## src/rtl/cw_pkg.sv

```systemverilog
package cw_pkg;
  typedef enum logic [1:0] {
    ORD_FWD = 2'd0,
    ORD_REV = 2'd1,
    ORD_ALT = 2'd2,
    ORD_RSV = 2'd3
  } sym_order_e;
endpackage

```

## src/rtl/cw_loop_ctr.sv

```systemverilog
module cw_loop_ctr #(
  parameter int W = 4
) (
  input  logic         clk_i,
  input  logic         rst_ni,
  input  logic         clr_i,
  input  logic         inc_i,
  input  logic [W-1:0] last_i,
  output logic [W-1:0] cnt_o,
  output logic         wrap_o
);
  logic [W-1:0] cnt_q;

  assign wrap_o = inc_i && (cnt_q == last_i);
  assign cnt_o  = cnt_q;

  always_ff @(posedge clk_i or negedge rst_ni) begin
    if (!rst_ni)      cnt_q <= '0;
    else if (clr_i)   cnt_q <= '0;
    else if (inc_i)   cnt_q <= wrap_o ? '0 : cnt_q + 1'b1;
  end

  AST_CNT_BOUND: assert property (@(posedge clk_i) disable iff (!rst_ni)
    inc_i |-> cnt_q <= last_i);
endmodule

```

## src/rtl/cw_fetch.sv

```systemverilog
module cw_fetch
  import cw_pkg::*;
#(
  parameter int CM_AW  = 8,
  parameter int SYM_W  = 6,
  parameter int ITER_W = 4
) (
  input  logic              clk_i,
  input  logic              rst_ni,
  input  logic              start_i,
  input  logic              busy_i,
  input  logic [CM_AW-1:0]  cfg_base_i,
  input  logic [CM_AW-1:0]  cfg_last_step_i,
  input  logic [SYM_W-1:0]  cfg_last_sym_i,
  input  logic [ITER_W-1:0] cfg_last_iter_i,
  input  logic [1:0]        cfg_order_i,
  output logic              fetch_o,
  output logic [CM_AW-1:0]  cm_addr_o,
  output logic [CM_AW-1:0]  cst_addr_o,
  output logic [SYM_W-1:0]  sym_idx_o,
  output logic [ITER_W-1:0] iter_o,
  output logic              step_last_o,
  output logic              frame_last_o
);
  logic              launch;
  logic              fetch_q;
  logic [CM_AW-1:0]  base_q, lstep_q;
  logic [SYM_W-1:0]  lsym_q;
  logic [ITER_W-1:0] liter_q;
  sym_order_e        ord_q;

  logic [CM_AW-1:0]  step;
  logic [SYM_W-1:0]  sym;
  logic [ITER_W-1:0] iter;
  logic              step_wrap, sym_wrap, iter_wrap;

  assign launch = start_i && !busy_i;

  always_ff @(posedge clk_i or negedge rst_ni) begin
    if (!rst_ni) begin
      base_q  <= '0;
      lstep_q <= '0;
      lsym_q  <= '0;
      liter_q <= '0;
      ord_q   <= ORD_FWD;
    end else if (launch) begin
      base_q  <= cfg_base_i;
      lstep_q <= cfg_last_step_i;
      lsym_q  <= cfg_last_sym_i;
      liter_q <= cfg_last_iter_i;
      ord_q   <= sym_order_e'(cfg_order_i);
    end
  end

  always_ff @(posedge clk_i or negedge rst_ni) begin
    if (!rst_ni)        fetch_q <= 1'b0;
    else if (launch)    fetch_q <= 1'b1;
    else if (iter_wrap) fetch_q <= 1'b0;
  end

  cw_loop_ctr #(.W(CM_AW)) u_step (
    .clk_i, .rst_ni, .clr_i(launch), .inc_i(fetch_q),
    .last_i(lstep_q), .cnt_o(step), .wrap_o(step_wrap));

  cw_loop_ctr #(.W(SYM_W)) u_sym (
    .clk_i, .rst_ni, .clr_i(launch), .inc_i(step_wrap),
    .last_i(lsym_q), .cnt_o(sym), .wrap_o(sym_wrap));

  cw_loop_ctr #(.W(ITER_W)) u_iter (
    .clk_i, .rst_ni, .clr_i(launch), .inc_i(sym_wrap),
    .last_i(liter_q), .cnt_o(iter), .wrap_o(iter_wrap));

  // symbol order: reverse counts down from the last index
  always_comb begin
    unique case (ord_q)
      ORD_REV: sym_idx_o = lsym_q - sym;
      ORD_ALT: sym_idx_o = iter[0] ? (lsym_q - sym) : sym;
      default: sym_idx_o = sym;
    endcase
  end

  assign fetch_o      = fetch_q;
  assign cm_addr_o    = base_q + step;
  assign cst_addr_o   = step;
  assign iter_o       = iter;
  assign step_last_o  = step_wrap;
  assign frame_last_o = iter_wrap;

  AST_ADDR_STEP: assert property (@(posedge clk_i) disable iff (!rst_ni)
    fetch_q && $past(fetch_q) && !$past(step_wrap)
      |-> cm_addr_o == $past(cm_addr_o) + 1'b1);
  AST_ADDR_WRAP: assert property (@(posedge clk_i) disable iff (!rst_ni)
    fetch_q && $past(fetch_q) && $past(step_wrap) |-> cm_addr_o == base_q);
  AST_SYM_STABLE: assert property (@(posedge clk_i) disable iff (!rst_ni)
    fetch_q && $past(fetch_q) && !$past(step_wrap) |-> $stable(sym_idx_o));
  AST_CFG_HOLD: assert property (@(posedge clk_i) disable iff (!rst_ni)
    busy_i |=> $stable(base_q) && $stable(lstep_q) && $stable(lsym_q));
endmodule

```

## src/rtl/cw_apply.sv

```systemverilog
module cw_apply #(
  parameter int NF     = 4,
  parameter int FW     = 8,
  parameter int SYM_W  = 6,
  parameter int ITER_W = 4,
  localparam int CW_W  = NF * FW
) (
  input  logic                   clk_i,
  input  logic                   rst_ni,
  input  logic                   fetch_i,
  input  logic                   step_last_i,
  input  logic                   frame_last_i,
  input  logic [SYM_W-1:0]       sym_i,
  input  logic [ITER_W-1:0]      iter_i,
  input  logic [CW_W-1:0]        cm_rdata_i,
  output logic [NF-1:0][FW-1:0]  ctl_fld_o,
  output logic                   sym_ready_o,
  output logic [SYM_W-1:0]       sym_o,
  output logic [ITER_W-1:0]      iter_o,
  output logic                   active_o,
  output logic                   done_o
);
  logic              apply_q, last_step_q, last_frame_q, done_q;
  logic [SYM_W-1:0]  sym_q;
  logic [ITER_W-1:0] iter_q;

  always_ff @(posedge clk_i or negedge rst_ni) begin
    if (!rst_ni) begin
      apply_q      <= 1'b0;
      last_step_q  <= 1'b0;
      last_frame_q <= 1'b0;
      done_q       <= 1'b0;
      sym_q        <= '0;
      iter_q       <= '0;
    end else begin
      apply_q      <= fetch_i;
      last_step_q  <= fetch_i && step_last_i;
      last_frame_q <= fetch_i && frame_last_i;
      done_q       <= apply_q && last_frame_q;
      if (fetch_i) begin
        sym_q  <= sym_i;
        iter_q <= iter_i;
      end
    end
  end

  // field k drives its own datapath unit; gated to zero outside applied cycles
  for (genvar k = 0; k < NF; k++) begin : g_fld
    assign ctl_fld_o[k] = apply_q ? cm_rdata_i[k*FW +: FW] : '0;
  end

  assign sym_ready_o = apply_q && last_step_q;
  assign sym_o       = sym_q;
  assign iter_o      = iter_q;
  assign active_o    = apply_q;
  assign done_o      = done_q;

  AST_DONE_PULSE: assert property (@(posedge clk_i) disable iff (!rst_ni)
    done_q |=> !done_q);
  AST_DONE_AFTER_LAST: assert property (@(posedge clk_i) disable iff (!rst_ni)
    done_q |-> $past(sym_ready_o) && !apply_q);
  AST_READY_IN_APPLY: assert property (@(posedge clk_i) disable iff (!rst_ni)
    sym_ready_o |-> $past(fetch_i));
endmodule

```

## src/rtl/cw_sequencer.sv

```systemverilog
module cw_sequencer
  import cw_pkg::*;
#(
  parameter int CM_AW  = 8,
  parameter int SYM_W  = 6,
  parameter int ITER_W = 4,
  parameter int NF     = 4,
  parameter int FW     = 8,
  localparam int CW_W  = NF * FW
) (
  input  logic                  clk_i,
  input  logic                  rst_ni,
  input  logic                  start_i,
  input  logic [CM_AW-1:0]      cfg_base_i,
  input  logic [CM_AW-1:0]      cfg_last_step_i,
  input  logic [SYM_W-1:0]      cfg_last_sym_i,
  input  logic [ITER_W-1:0]     cfg_last_iter_i,
  input  logic [1:0]            cfg_order_i,
  output logic                  cm_en_o,
  output logic [CM_AW-1:0]      cm_addr_o,
  input  logic [CW_W-1:0]       cm_rdata_i,
  output logic [NF-1:0][FW-1:0] ctl_fld_o,
  output logic [SYM_W-1:0]      sym_addr_o,
  output logic [CM_AW-1:0]      cst_addr_o,
  output logic [SYM_W-1:0]      sym_o,
  output logic [ITER_W-1:0]     iter_o,
  output logic                  sym_ready_o,
  output logic                  frame_done_o,
  output logic                  busy_o
);
  logic              fetch;
  logic [SYM_W-1:0]  f_sym;
  logic [ITER_W-1:0] f_iter;
  logic              step_last, frame_last, apply_active;

  assign busy_o  = fetch || apply_active || frame_done_o;
  assign cm_en_o = fetch;

  cw_fetch #(.CM_AW(CM_AW), .SYM_W(SYM_W), .ITER_W(ITER_W)) u_fetch (
    .clk_i, .rst_ni, .start_i, .busy_i(busy_o),
    .cfg_base_i, .cfg_last_step_i, .cfg_last_sym_i, .cfg_last_iter_i, .cfg_order_i,
    .fetch_o(fetch), .cm_addr_o, .cst_addr_o,
    .sym_idx_o(f_sym), .iter_o(f_iter),
    .step_last_o(step_last), .frame_last_o(frame_last));

  assign sym_addr_o = f_sym;

  cw_apply #(.NF(NF), .FW(FW), .SYM_W(SYM_W), .ITER_W(ITER_W)) u_apply (
    .clk_i, .rst_ni, .fetch_i(fetch), .step_last_i(step_last),
    .frame_last_i(frame_last), .sym_i(f_sym), .iter_i(f_iter),
    .cm_rdata_i, .ctl_fld_o, .sym_ready_o, .sym_o, .iter_o,
    .active_o(apply_active), .done_o(frame_done_o));

  AST_IDLE_QUIET: assert property (@(posedge clk_i) disable iff (!rst_ni)
    !busy_o |-> !cm_en_o && ctl_fld_o == '0);
  AST_BUSY_DROP: assert property (@(posedge clk_i) disable iff (!rst_ni)
    frame_done_o |=> !busy_o);
  AST_START_LAUNCH: assert property (@(posedge clk_i) disable iff (!rst_ni)
    start_i && !busy_o |=> cm_en_o && cm_addr_o == $past(cfg_base_i));
endmodule

```

## config.mk

```make
export PLATFORM = sky130hd
export DESIGN_NAME = cw_sequencer
export DESIGN_NICKNAME = d
export VERILOG_FILES = /design/src/rtl/cw_pkg.sv /design/src/rtl/cw_loop_ctr.sv /design/src/rtl/cw_fetch.sv /design/src/rtl/cw_apply.sv /design/src/rtl/cw_sequencer.sv
export SDC_FILE = /design/constraint.sdc
export NUM_CORES = 1
export LEC_CHECK = 0
export BUFFER_PORTS_ARGS = -buffer_cell sky130_fd_sc_hd__buf_2
export CORE_UTILIZATION = 23
export CTS_CLUSTER_DIAMETER = 80
export DETAILED_ROUTE_END_ITERATION = 6
export PLACE_DENSITY = 0.45
export SYNTH_ARGS = -nofsm -noshare
export SYNTH_HDL_FRONTEND = slang
export SYNTH_SLANG_ARGS = --single-unit
```

## constraint.sdc

```tcl
create_clock -name clk_i -period 6.1 [get_ports clk_i]
set_input_delay 1.22 -clock clk_i [delete_from_list [all_inputs] [get_ports clk_i]]
set_output_delay 1.22 -clock clk_i [all_outputs]
set_load 0.01 [all_outputs]
```

* Word-level counts from Yosys, hierarchy flattened
Cells that the tools add are included.
** Operators by class
- Multiplexer cells :: 17
- Add/subtract/negate cells :: 5
- Reduce and logical (&&, ||, !) cells :: 15
- Eq/ne operators :: 5
** Operators by type and width (count)
- $mux 8 :: 7
- $mux 6 :: 4
- $mux 4 :: 3
- $pmux 6 s2 :: 1
- $add 8x1->8 const B :: 1
- $add 8x8->8 :: 1
- $eq 8x8->1 :: 1
- $logic_and 1x1->1 :: 8
- $reduce_bool 2->1 :: 4
- $add 6x1->6 const B :: 1
- $eq 6x6->1 :: 1
- $sub 6x6->6 :: 1
- $add 4x1->4 const B :: 1
- $eq 4x4->1 :: 1
- $eq 2x1->1 const B :: 1
- $eq 2x2->1 const B :: 1
- $logic_or 1x1->1 :: 2
- $mux 1 :: 2
- $logic_not 1->1 :: 1
** Word-level totals
- Flip-flop bits (word level) :: 61
- Input bits :: 63
- Logic and storage cells :: 57
- Output and inout port bits :: 68

* Longest topological paths before layout
- Depth in word-level cells :: 7
- Gate-level depth with buffers :: 9
- Mapped depth without buffers :: 9

* Hierarchy
From an unflattened synthesis, not the netlist that was laid out.
** Second synthesis, totals
- Cells, all modules :: 341
- Area, all modules :: 3644.7 um^2
** By module, submodules not included
- cw_fetch :: area each 1710.4 um^2, cells each 161, times used 1, sequential area each 725.7 um^2
- cw_apply :: area each 747.0 um^2, cells each 64, times used 1, sequential area each 350.3 um^2
- cw_loop_ctr at u_fetch.u_step :: area each 533.0 um^2, cells each 52, times used 1, sequential area each 200.2 um^2
- cw_loop_ctr at u_fetch.u_sym :: area each 377.9 um^2, cells each 37, times used 1, sequential area each 150.1 um^2
- cw_loop_ctr at u_fetch.u_iter :: area each 270.3 um^2, cells each 26, times used 1, sequential area each 100.1 um^2
- cw_sequencer :: area each 6.3 um^2, cells each 1, times used 1, sequential area each 0.0 um^2

* Worst setup path before layout
OpenSTA, ideal clock, no wires.
- Path kind :: register to output
- Start point :: register u_fetch.u_step.cnt_q[0] (netlist: u_fetch.u_step.cnt_o[0])
- End point :: output port cm_addr_o[6]
- Arrival time :: 1.819 ns
- Cell stages (with the launch flop) :: 9
- Path slack :: 3.061 ns
- Data required time :: 4.880 ns
- Path buffers :: 0
- Cell sequence :: dfrtp_1 -> ha_1 -> inv_1 -> fa_1 -> nor2b_1 -> o21ai_0 -> a21boi_0 -> or4_1 -> nand3_1
** Between the ends
- Word-level cells in the longest chain between the ends :: 1
** Ends and longest elaborated chain
- start, declared :: line cw_loop_ctr.sv:12 : logic [W-1:0] cnt_q;
- start signal, assigned :: line cw_loop_ctr.sv:20 : else if (inc_i) cnt_q <= wrap_o ? '0 : cnt_q + 1'b1;
- $add 8x8->8 :: line cw_fetch.sv:83 : assign cm_addr_o = base_q + step;
- end, declared :: line cw_sequencer.sv:20 : output logic [CM_AW-1:0] cm_addr_o,
Every way passes these cells.

* Worst setup path in the final report
- Start point :: register u_fetch.u_sym.cnt_q[2] (netlist: u_fetch.u_sym.cnt_o[2])
- End point :: output port sym_addr_o[5]
** Between the ends
- Word-level cells in the longest chain between the ends :: 3
** Ends and longest elaborated chain
- start, declared :: line cw_loop_ctr.sv:12
- start signal, assigned :: line cw_loop_ctr.sv:20
- $sub 6x6->6 (*) :: line cw_fetch.sv:76, cw_fetch.sv:77
- $mux 6 :: line cw_fetch.sv:77 : ORD_ALT: sym_idx_o = iter[0] ? (lsym_q - sym) : sym;
- $pmux 6 s2 (*) :: line cw_fetch.sv:75 : unique case (ord_q)
- end, declared :: line cw_sequencer.sv:23 : output logic [SYM_W-1:0] sym_addr_o,
Mark *: on every way between the ends. The rest lies on a longest branch, timed or not.

==> impl.org <==
** STA
- Unrepaired setup endpoints after global routing :: no
- Smallest setup slack after layout :: 2.32 ns
- The worst pin sits at a relative slew slack of 44.6%.
- After routing, the total negative slack on setup checks comes to 0 ns.
- Max frequency :: 265 MHz
- Dividing the final minimum period by the clock period gives 61.9%.
- Count of final hold-check violations :: 0
- The count of pins over their slew limit came to 0.
- Worst Skew :: roughly 0.007 ns
- Min Hold Slack :: 0.459 ns
- Transition at the pin with the smallest max-transition slack :: 0.831 ns
- Setup violation total in the final timing report :: 0
- Fin crit period :: 3.78 ns

** Pwr
- Static leakage :: 0.00237 uW
- The worst-case IR drop observed on VDD is 112 uV.
- Power per standard cell area :: 193 mW/mm^2
- Power consumption :: 902 uW

** Routing
- After detailed routing, the number of vias per cell comes to 4.50.
- Summed over all layers, the routed wires come to 10,100 um.
- Total via count after detailed routing :: 3,231
- Routed length per placed instance :: about 14 um
- For this block, the initial DRC count from the detailed router was between 100 and 150.
- In the routed design, unresolved DRC markers number 0.
- Once detail routing completed, the nets flagged for antenna violations numbered 0.
- Initial DRT Pass Iterations :: 4

** Setup path
- Maximum fanout count along the critical path :: 5
- The endpoint identified for the worst register-to-register timing path is u_fetch.u_sym.cnt_o[4].
- Data on the critical path is required at its endpoint by between 4 and 5 ns.
- FF-to-FF Start :: u_fetch.fetch_o
- The worst setup path is of the reg -> out kind.
- STA classifies the critical path endpoint as an output port.
- In this run the worst setup path begins at u_fetch.u_sym.cnt_o[2].
- The setup check on the worst reg-to-reg path leaves a slack of 3.60 ns.
- The worst setup path is launched from a register.
- The worst register-to-register path has a depth of 5.
- Arrival time of the worst setup path :: roughly 2.6 ns

** Finish
- The repair_antennas step left the layout with diodes totalling 0.
- Number of fill cells :: 1,601
- The library cell used most frequently in the layout, excluding fill and tap cells, is sky130_fd_sc_hd__buf_2.
- The final layout contains 609 nets.
- In the layout the commonest cells are sky130_fd_sc_hd__buf_2, sky130_fd_sc_hd__nand2_1, sky130_fd_sc_hd__dfrtp_1, sky130_fd_sc_hd__and2_1, sky130_fd_sc_hd__inv_1.
- Of the cells placed in the final design, the portion with a size suffix greater than 1 is 31.1%.
- The area growth from synthesis to layout is 31.2%.

** Clock network
- After clock tree synthesis, the repair step resized 0 gates.
- H-tree levels :: 3
- Clock Sink Count :: 61
- Buffer cell driving the clock tree root :: sky130_fd_sc_hd__clkbuf_16
- Number of buffers created by CTS :: 9
- The clock passes through at most 2 buffers.
- Hold_buf cts :: 0
- After clock tree synthesis, the clock-pin slew on the worst setup and hold paths is 0.05 ns.
- TritonCTS built the clock tree.
- Post CTS Setup Buffer Count :: 0
- Clock latency on the worst-skew pair :: 0.33 ns

** Logic synthesis
- In this run, synthesis produced a sequential element count of 61.
- Counting distinct cell types in the post-synthesis netlist gives 51.
- Top cells by area in the synthesized netlist :: sky130_fd_sc_hd__dfrtp_1, sky130_fd_sc_hd__nand2_1, sky130_fd_sc_hd__and2_1, sky130_fd_sc_hd__ha_1, sky130_fd_sc_hd__mux2_2
- The number of nets in the synthesized netlist is 479.
- In this run the cell area of the synthesized design comes to ~0.0036 sq mm.
- Counting flops with an async set or reset pin after synthesis yields a share of between 90% and 100%.
- Dominant synthesized flop cell :: sky130_fd_sc_hd__dfrtp_1
- Yosys printed 0 warnings.
- The top cell type by area accounts for ~43% of the synthesized area.
- Yosys mapped a number of flops with a built-in enable equal to 0.
- Of all cell types, the one taking the most synthesized area is sky130_fd_sc_hd__dfrtp_1.
- Post-synthesis sequential area ratio :: between 40 and 50%
- Syn Area/Cell :: between 8 and 9 sq um
- Synth Instances :: between 300 and 400

** Floorplan
- Measured along the y axis, the die boundary spans 126 um.
- For this configuration, the core starts out at a cell density of 23.5%.
- After floorplanning, the core was divided into 45 placement rows.
- Chip Width :: 126 um
- Full die area :: 0.0160 sq mm
- Floorplan core area :: 0.0151 sq mm
- Ports placed on the boundary :: between 100 and 150

** Worst hold path
- WHS Path Cells :: 1
- In this run the most critical hold path is launched from u_apply.last_frame_q.
- Hold Crit Class :: reg -> reg
- The worst hold path terminates at u_apply.done_o.

** GRT
- Global Route met2 Usage :: around 22%
- GR met3 Demand/Resource :: 2.87%
- Global route total overflow :: 0
- Global routing used 13.0% of the available tracks.
- The first global-routing pass estimated 16,100 um of wire.
- Met1 track demand over resource :: 15.8%
- Entering global routing, the biggest net connects slightly above 60 pins.
- The via count of the first global-routing pass came to ~3,300.
- GRT busiest layer :: met2
- Initial antenna violation count :: 0

** Run status
- The flow ran to the end, and the final reports show no timing, DRC or antenna violations.

** Placed design
- Detailed placement ended at an HPWL of around 7100 um.
- At the end of routability-driven placement, the weighted congestion stood at 0.795.
- Setup Slack @ Placement :: 2.70 ns
- Input/output buffers :: 130

** Run
- Max-Cap Viols :: 0
[worst max-delay path: stages, from the launching register on]
cell and delay (ns):
sky130_fd_sc_hd__dfrtp_1 0.39, sky130_fd_sc_hd__inv_1 0.09, sky130_fd_sc_hd__ha_1 0.37, sky130_fd_sc_hd__o21ai_0 0.25
sky130_fd_sc_hd__a2111oi_0 0.12, sky130_fd_sc_hd__a311oi_1 0.41, sky130_fd_sc_hd__mux2_2 0.40, sky130_fd_sc_hd__nand2_1 0.07
sky130_fd_sc_hd__buf_2 0.13
[cell families after synthesis]
kind of cell	synth area share (%)
AO/OA/AOI/OAI	11.0
XOR/XNOR	5.17
adder cells (fa/ha/maj)	7.11
buffers and inverters	3.87
flip-flops	42.9
multiplexers	3.45
AND/OR/NAND/NOR	26.5
[flip-flops by register name, summed over array words and instances, names as in the netlist]
register / cells
u_fetch.u_sym.cnt_o: 6
u_fetch.lsym_q: 6
u_fetch.fetch_o: 1
u_apply.active_o: 1
u_apply.done_o: 1
u_apply.iter_o: 4
u_fetch.lstep_q: 8
u_fetch.base_q: 8
u_fetch.u_step.cnt_o: 8
u_fetch.u_iter.cnt_o: 4
u_apply.sym_o: 6
u_apply.last_frame_q: 1
u_fetch.ord_q: 2
u_apply.last_step_q: 1
u_fetch.liter_q: 4
[power by group]
| part | internal [uW] | switching [uW] | leakage, uW |
|---|---|---|---|
| sequential | 405 | 0 | 0.000730 |
| combinational | 26.9 | 25.8 | 0.00151 |
| clock | 268 | 176 | 0.000125 |
[cell usage after synthesis, types with 2 or more instances]
cell	n
sky130_fd_sc_hd__o32ai_1	4
sky130_fd_sc_hd__a31oi_1	2
sky130_fd_sc_hd__a211o_1	2
sky130_fd_sc_hd__o21ai_1	4
sky130_fd_sc_hd__nor3_1	3
sky130_fd_sc_hd__o211ai_1	2
sky130_fd_sc_hd__nand4_1	4
sky130_fd_sc_hd__clkbuf_1	14
sky130_fd_sc_hd__xnor2_1	10
sky130_fd_sc_hd__a21oi_1	9
sky130_fd_sc_hd__a21boi_0	4
sky130_fd_sc_hd__nand2b_1	6
sky130_fd_sc_hd__or4_1	2
sky130_fd_sc_hd__or4b_1	2
sky130_fd_sc_hd__nor2b_1	4
sky130_fd_sc_hd__mux2_2	10
sky130_fd_sc_hd__dfrtp_1	61
sky130_fd_sc_hd__fa_1	2
sky130_fd_sc_hd__o22ai_1	2
sky130_fd_sc_hd__a21o_1	3
sky130_fd_sc_hd__a22o_1	3
sky130_fd_sc_hd__nand3_1	12
sky130_fd_sc_hd__o21ai_0	11
sky130_fd_sc_hd__xor2_1	11
sky130_fd_sc_hd__nor2_1	14
sky130_fd_sc_hd__o31ai_1	3
sky130_fd_sc_hd__ha_1	17
sky130_fd_sc_hd__nand2_1	98
sky130_fd_sc_hd__buf_2	2
sky130_fd_sc_hd__inv_1	19
sky130_fd_sc_hd__and2_1	37
[worst max path at each step]
stage	cells after the start	to	slack, ns
2_1_floorplan	8	cm_addr_o[6]	3.06
3_3_place_gp	8	sym_addr_o[5]	2.80
3_5_place_dp	8	sym_addr_o[5]	2.70
4_1_cts	8	sym_addr_o[5]	2.33
5_1_grt	8	sym_addr_o[5]	2.20
6_report	8	sym_addr_o[5]	2.32
[routing by layer]
layer / vias to the layer above / wire length, um
li1: 1594 / -
met1: 1512 / 4770
met2: 117 / 4740
met3: 8 / 473
met4: 0 / 141
met5: - / 0
[final cells by class]
class                           instances  area [sq um]  share of cell area (%)
Clock buffer                           11           233                    4.99
Clock inverter                          3          15.0                   0.322
Inverter                               20          75.1                    1.61
Multi-Input combinational cell        300          1890                    40.6
Sequential cell                        61          1530                    32.7
Tap cell                              188           235                    5.04
Timing Repair Buffer                  135           688                    14.8
[stage by stage]
stage | area (sq um) | instances | util (%)
floorplan | 3560 | 397 | -
global placement | 4420 | 704 | 29.2
detailed placement | 4420 | 704 | 29.2
finish | 4660 | 718 | 30.8
global route | 4660 | 718 | 30.8
CTS | 4660 | 718 | 30.8
No activity file was read; power rests on OpenSTA's default activity.
